--- config.mk ---
export PLATFORM = sky130hd
export DESIGN_NAME = trigPulseGen
export DESIGN_NICKNAME = d
export VERILOG_FILES = /design/src/rtl/trig_pkg.sv /design/src/rtl/trigTimebase.sv /design/src/rtl/trigDatapath.sv /design/src/rtl/trigControl.sv /design/src/rtl/trigPulseGen.sv
export SDC_FILE = /design/constraint.sdc
export NUM_CORES = 1
export LEC_CHECK = 0
export BUFFER_PORTS_ARGS = -buffer_cell sky130_fd_sc_hd__buf_4
export CELL_PAD_IN_SITES_DETAIL_PLACEMENT = 1
export CELL_PAD_IN_SITES_GLOBAL_PLACEMENT = 1
export CORE_MARGIN = 2
export CORE_UTILIZATION = 44
export DETAILED_ROUTE_END_ITERATION = 8
export PLACE_DENSITY = 0.79
export SYNTH_ARGS = -nofsm -noshare
export SYNTH_HDL_FRONTEND = slang
export SYNTH_SLANG_ARGS = --single-unit
--- constraint.sdc ---
create_clock -name clk -period 3.5 [get_ports clk]
set_input_delay 0.175 -clock clk [delete_from_list [all_inputs] [get_ports clk]]
set_output_delay 0.175 -clock clk [all_outputs]
set_load 0.05 [all_outputs]
--- src/rtl/trig_pkg.sv ---
package trig_pkg;

  typedef enum logic [1:0] {
    UNIT_25NS  = 2'd0,
    UNIT_50NS  = 2'd1,
    UNIT_100NS = 2'd2,
    UNIT_EXT   = 2'd3
  } unitSel_e;

  typedef enum logic [1:0] {
    PH_IDLE  = 2'd0,
    PH_DELAY = 2'd1,
    PH_PULSE = 2'd2
  } phase_e;

  // strobes from control to datapath
  typedef struct packed {
    logic load;       // capture configuration, restart prescaler
    logic run;        // timebase active
    logic delayDec;   // consume one delay unit
    logic widthLoad;  // arm width counter
    logic widthDec;   // consume one width unit
  } ctrlStrb_t;

  // status from datapath to control
  typedef struct packed {
    logic unitEn;
    logic delayDone;
    logic widthLast;
  } dpStat_t;

endpackage

--- src/rtl/trigTimebase.sv ---
module trigTimebase #(
  parameter int SYNC_STAGES = 2,
  parameter int PRE_W       = 2
) (
  input  logic               clk,
  input  logic               rstN,
  input  logic               extTick,
  input  logic               restart,
  input  logic               run,
  input  trig_pkg::unitSel_e unitSel,
  output logic               unitEn
);
  import trig_pkg::*;

  logic [SYNC_STAGES-1:0] syncQ;
  logic                   tickPrev;
  logic                   extRise;
  logic [PRE_W-1:0]       prescCnt;
  logic [PRE_W-1:0]       divMax;

  generate
    for (genvar i = 0; i < SYNC_STAGES; i++) begin : g_sync
      if (i == 0) begin : g_first
        always_ff @(posedge clk) begin
          if (!rstN) syncQ[0] <= 1'b0;
          else       syncQ[0] <= extTick;
        end
      end else begin : g_rest
        always_ff @(posedge clk) begin
          if (!rstN) syncQ[i] <= 1'b0;
          else       syncQ[i] <= syncQ[i-1];
        end
      end
    end
  endgenerate

  always_ff @(posedge clk) begin
    if (!rstN) tickPrev <= 1'b0;
    else       tickPrev <= syncQ[SYNC_STAGES-1];
  end

  assign extRise = syncQ[SYNC_STAGES-1] & ~tickPrev;

  always_comb begin
    case (unitSel)
      UNIT_50NS:  divMax = PRE_W'(1);
      UNIT_100NS: divMax = PRE_W'(3);
      default:    divMax = '0;
    endcase
  end

  always_ff @(posedge clk) begin
    if (!rstN || restart)       prescCnt <= '0;
    else if (run) begin
      if (prescCnt == divMax)   prescCnt <= '0;
      else                      prescCnt <= prescCnt + PRE_W'(1);
    end
  end

  assign unitEn = run & ((unitSel == UNIT_EXT) ? extRise : (prescCnt == divMax));

endmodule

--- src/rtl/trigDatapath.sv ---
module trigDatapath #(
  parameter int CNT_W       = 4,
  parameter int SYNC_STAGES = 2,
  parameter int PRE_W       = 2
) (
  input  logic                clk,
  input  logic                rstN,
  input  logic                extTick,
  input  logic [CNT_W-1:0]    cfgDelay,
  input  logic [CNT_W-1:0]    cfgWidth,
  input  trig_pkg::unitSel_e  cfgUnit,
  input  trig_pkg::ctrlStrb_t ctrl,
  output trig_pkg::dpStat_t   stat
);
  import trig_pkg::*;

  logic [CNT_W-1:0] delayCnt;
  logic [CNT_W-1:0] widthSet;
  logic [CNT_W-1:0] widthCnt;
  unitSel_e         unitReg;
  logic             unitEn;

  always_ff @(posedge clk) begin
    if (!rstN) begin
      delayCnt <= '0;
      widthSet <= '0;
      unitReg  <= UNIT_25NS;
    end else if (ctrl.load) begin
      delayCnt <= cfgDelay;
      widthSet <= cfgWidth;
      unitReg  <= cfgUnit;
    end else if (ctrl.delayDec) begin
      delayCnt <= delayCnt - CNT_W'(1);
    end
  end

  always_ff @(posedge clk) begin
    if (!rstN)               widthCnt <= '0;
    else if (ctrl.widthLoad) widthCnt <= widthSet;
    else if (ctrl.widthDec)  widthCnt <= widthCnt - CNT_W'(1);
  end

  trigTimebase #(
    .SYNC_STAGES(SYNC_STAGES),
    .PRE_W      (PRE_W)
  ) u_timebase (
    .clk    (clk),
    .rstN   (rstN),
    .extTick(extTick),
    .restart(ctrl.load),
    .run    (ctrl.run),
    .unitSel(unitReg),
    .unitEn (unitEn)
  );

  assign stat.unitEn    = unitEn;
  assign stat.delayDone = (delayCnt == '0);
  assign stat.widthLast = (widthCnt == CNT_W'(1));

endmodule

--- src/rtl/trigControl.sv ---
module trigControl #(
  parameter int CNT_W = 4
) (
  input  logic                clk,
  input  logic                rstN,
  input  logic                strobe,
  input  logic [CNT_W-1:0]    cfgWidth,
  input  trig_pkg::dpStat_t   stat,
  output trig_pkg::ctrlStrb_t ctrl,
  output logic                busy,
  output logic                trigOut
);
  import trig_pkg::*;

  phase_e phase;
  phase_e phaseNext;

  always_comb begin
    ctrl      = '0;
    phaseNext = phase;
    ctrl.run  = (phase != PH_IDLE);
    case (phase)
      PH_IDLE: begin
        if (strobe && (cfgWidth != '0)) begin
          ctrl.load = 1'b1;
          phaseNext = PH_DELAY;
        end
      end
      PH_DELAY: begin
        if (stat.unitEn) begin
          if (stat.delayDone) begin
            ctrl.widthLoad = 1'b1;
            phaseNext      = PH_PULSE;
          end else begin
            ctrl.delayDec = 1'b1;
          end
        end
      end
      PH_PULSE: begin
        if (stat.unitEn) begin
          if (stat.widthLast) phaseNext = PH_IDLE;
          else                ctrl.widthDec = 1'b1;
        end
      end
      default: phaseNext = PH_IDLE;
    endcase
  end

  always_ff @(posedge clk) begin
    if (!rstN) phase <= PH_IDLE;
    else       phase <= phaseNext;
  end

  assign busy    = (phase != PH_IDLE);
  assign trigOut = (phase == PH_PULSE);

endmodule

--- src/rtl/trigPulseGen.sv ---
module trigPulseGen #(
  parameter int CNT_W       = 4,
  parameter int SYNC_STAGES = 2
) (
  input  logic               clk,
  input  logic               rstN,
  input  logic               strobe,
  input  logic               extTick,
  input  logic [2*CNT_W+1:0] cfgWord,
  output logic               trigOut,
  output logic               busy
);
  import trig_pkg::*;

  localparam int PRE_W = 2;  // prescale up to divide-by-4

  logic [CNT_W-1:0] cfgWidth;
  logic [CNT_W-1:0] cfgDelay;
  unitSel_e         cfgUnit;
  ctrlStrb_t        ctrl;
  dpStat_t          stat;

  assign cfgWidth = cfgWord[CNT_W-1:0];
  assign cfgDelay = cfgWord[2*CNT_W-1:CNT_W];
  assign cfgUnit  = unitSel_e'(cfgWord[2*CNT_W+1:2*CNT_W]);

  trigControl #(.CNT_W(CNT_W)) u_control (
    .clk     (clk),
    .rstN    (rstN),
    .strobe  (strobe),
    .cfgWidth(cfgWidth),
    .stat    (stat),
    .ctrl    (ctrl),
    .busy    (busy),
    .trigOut (trigOut)
  );

  trigDatapath #(
    .CNT_W      (CNT_W),
    .SYNC_STAGES(SYNC_STAGES),
    .PRE_W      (PRE_W)
  ) u_datapath (
    .clk     (clk),
    .rstN    (rstN),
    .extTick (extTick),
    .cfgDelay(cfgDelay),
    .cfgWidth(cfgWidth),
    .cfgUnit (cfgUnit),
    .ctrl    (ctrl),
    .stat    (stat)
  );

endmodule

==> flow_summary_export.csv <==
group,metric,value,unit
routing,drtPass1Iterations,4,
cts,holdBufCountCts,0,
setup_path,worst_ep_required_time,3.73,ns
cts,clkSinkCount,21,
worst_hold_path,hold_class,"primary input to flop",
power,power_density,495,mW/mm^2
setup_path,critical_path_class,"flop to flop",
floorplanning,start_util,47.3,%
synth,synth_top_cell_area_share,39.8,%
global_route,grt_pass1_vias,901,
cts,clkTransAtPathRegs,0.12,ns
place,io_buffer_count,15,
floorplanning,die_y,53.0,um
routing,drc,0,
timing,rsz0062_at_grt,"no",
setup_path,crit_arrival,2.30,ns
synth,syn-cell-area,0.00106,mm^2
synth,ys_ff_latch,21,
place,gp_congestion,0.781,
cts,cts_resized,0,
timing,finClkSkew,0.00393,ns
routing,wl,2430,um
synth,async_reset_ff_share,0,%
routing,ant_nets,0,
synth,synth_edf_count,0,
setup_path,cp-end-kind,"flop",
global_route,grt_pass1_wl,4150,um
status,status,"complete, no violations",
timing,hold_viol,0,
routing,avgRoutedWirePerCell,14.8,um
setup_path,crit_path_max_fanout,13,
run,drv_cap,0,
layout,antenna_cells,0,
setup_path,cp-start-kind,"flop",
synth,syn_inst,122,
synth,ys_types,37,
cts,cts_max_level,1,
cts,cts_buffer_depth,2,
cts,cts_tree,"built",
global_route,antenna_found_initial,0,
global_route,grt_start_max_net_pins,16,
synth,synth_nets,141,
timing,period_needed,2.07,ns
global_route,grt_remaining_overflow,0,
cts,clkLatencyLatePin,0.30,ns
floorplanning,dieArea,0.00281,mm^2
place,hpwlAfterDp,1880,um
synth,synth_warnings,0,
timing,fin_tns_setup,0,ns
routing,vias_per_cell,5.46,
power,power.leakage,0.490,nW
routing,drtIter0Drc,13,
floorplanning,core-area,0.00223,mm^2
synth,yosys-top-cells-area,"dfxtp_1 40%, ha_1 5.9%, a21oi_1 4.7%",
cts,cts_setup_buffers,0,
global_route,grt_usage,20.3,%
cts,cts_buffers,3,
timing,finalCritPeriodShare,59.2,%
cts,cts_root_buf,"clkbuf_4",
timing,max-slew-margin-rel,63.3,%
layout,syn2layout_area_growth,13.8,%
place,place_area,0.00118,mm^2
floorplanning,die_w,53.0,um
layout,drive_above_1_share,18.4,%
floorplanning,ios,16,
routing,dr_total_vias,895,
layout,final_area,0.00120,mm^2
power,ir_worst_vdd,0.342,mV
synth,yosysSeqAreaShare,39.8,%
timing,worst_slew_pin_slew,0.551,ns
power,p_total,0.596,mW
floorplanning,rows,17,
synth,avgSynthCellArea,8.67,um^2
timing,timing.fmax,482,MHz
layout,fin_nets,156,
synth,yosys.area.top_type,"dfxtp_1",
timing,maxSlewViolCount,0,
timing,setup_viol_count_final,0,
synth,ys.flop_type,"dfxtp_1",
==> layer usage <==
layer / track usage [%] / vias to the layer above / wire (um)
li1: - / 460 / -
met1: 27.9 / 420 / 1190
met2: 33.3 / 13 / 1150
met3: 2.54 / 2 / 66
met4: 5.13 / 0 / 19
met5: 0 / - / 0
==> critical path, stage by stage (launching register included) <==
cell,delay (ns)
dfxtp_1,0.38
inv_1,0.06
ha_1,0.30
xnor2_1,0.18
o31ai_4,0.49
nand2_1,0.21
xnor2_1,0.17
a211oi_1,0.21
==> cells in the final DEF (no fill, tap or decap), types with 2 or more instances in the layout <==
master,count
a21oi_1,10
xor2_1,3
clkbuf_4,3
o21ai_0,7
xnor2_1,2
dfxtp_1,21
mux2i_1,2
nand3b_1,2
nand2_1,8
and2_1,3
nand3_1,10
nor2_1,10
buf_4,15
nor3_1,3
inv_1,9
nand4_1,3
ha_1,5
==> worst paths after layout <==
check | startpoint | endpoint | slack, ns | cells after the start
worst max register to register | u_datapath.unitReg[0]$_SDFFE_PN0P_ | u_datapath.delayCnt[0]$_SDFFE_PN0P_ | 1.43 | 7
worst max-delay path | u_datapath.unitReg[0]$_SDFFE_PN0P_ | u_datapath.delayCnt[0]$_SDFFE_PN0P_ | 1.43 | 7
worst min register to register | u_datapath.u_timebase.syncQ[0]$_SDFF_PN0_ | u_datapath.u_timebase.syncQ[1]$_SDFF_PN0_ | 0.46 | 1
worst min-delay path | extTick | u_datapath.u_timebase.syncQ[0]$_SDFF_PN0_ | 0.07 | 2
==> registers in the layout, indices dropped and copies added, names as in the netlist <==
signal                          flops
u_datapath.widthCnt                 4
u_datapath.u_timebase.tickPrev      1
u_datapath.delayCnt                 4
u_datapath.widthSet                 4
u_control.phase                     2
u_datapath.u_timebase.syncQ         2
u_datapath.u_timebase.prescCnt      2
u_datapath.unitReg                  2
==> cells in the mapped netlist (3+ instances only) <==
master / instances
nand2_1: 8
xor2_1: 3
dfxtp_1: 21
and2_1: 3
o21ai_0: 7
nand4_1: 3
clkbuf_1: 3
nor2_1: 10
ha_1: 5
a21oi_1: 10
inv_1: 9
nor3_1: 3
nand3_1: 10
==> metrics by stage <==
step	util (%)	cells	hold WS (ns)	setup WS [ns]
floorplan	-	122	0.302	1.85
global placement	52.7	160	0.383	1.54
detailed placement	52.7	160	0.397	1.41
CTS	53.9	164	0.0740	1.41
global route	53.9	164	0.0744	1.18
finish	53.9	164	0.0746	1.43
==> logic make-up (layout without fill, tap and decap cells) <==
logic type               count (synthesis)  after routing  synth area share, %
multiplexers                             2              2                 1.89
flip-flops                              21             21                 39.8
AO/OA/AOI/OAI                           28             28                 18.6
AND/OR/NAND/NOR                         47             47                 23.9
adder cells (fa/ha/maj)                  5              5                 5.92
buffers and inverters                   14             28                 5.80
XOR/XNOR                                 5              5                 4.14
==> layout make-up <==
type	count	area, um^2
flip-flops and latches	21	420
repair buffers	15	113
fillers	286	1030
inverters	9	33.8
multi-input cells	87	576
well taps	28	35.0
clock buffers	4	26.3
==> where the power goes <==
group	switching, mW	leakage (nW)	internal, mW
registers	0.0240	0.172	0.265
clock network	0.0737	0.0150	0.0445
logic	0.113	0.303	0.0764
total	0.210	0.490	0.386
Power figures use the tool's default switching activity.
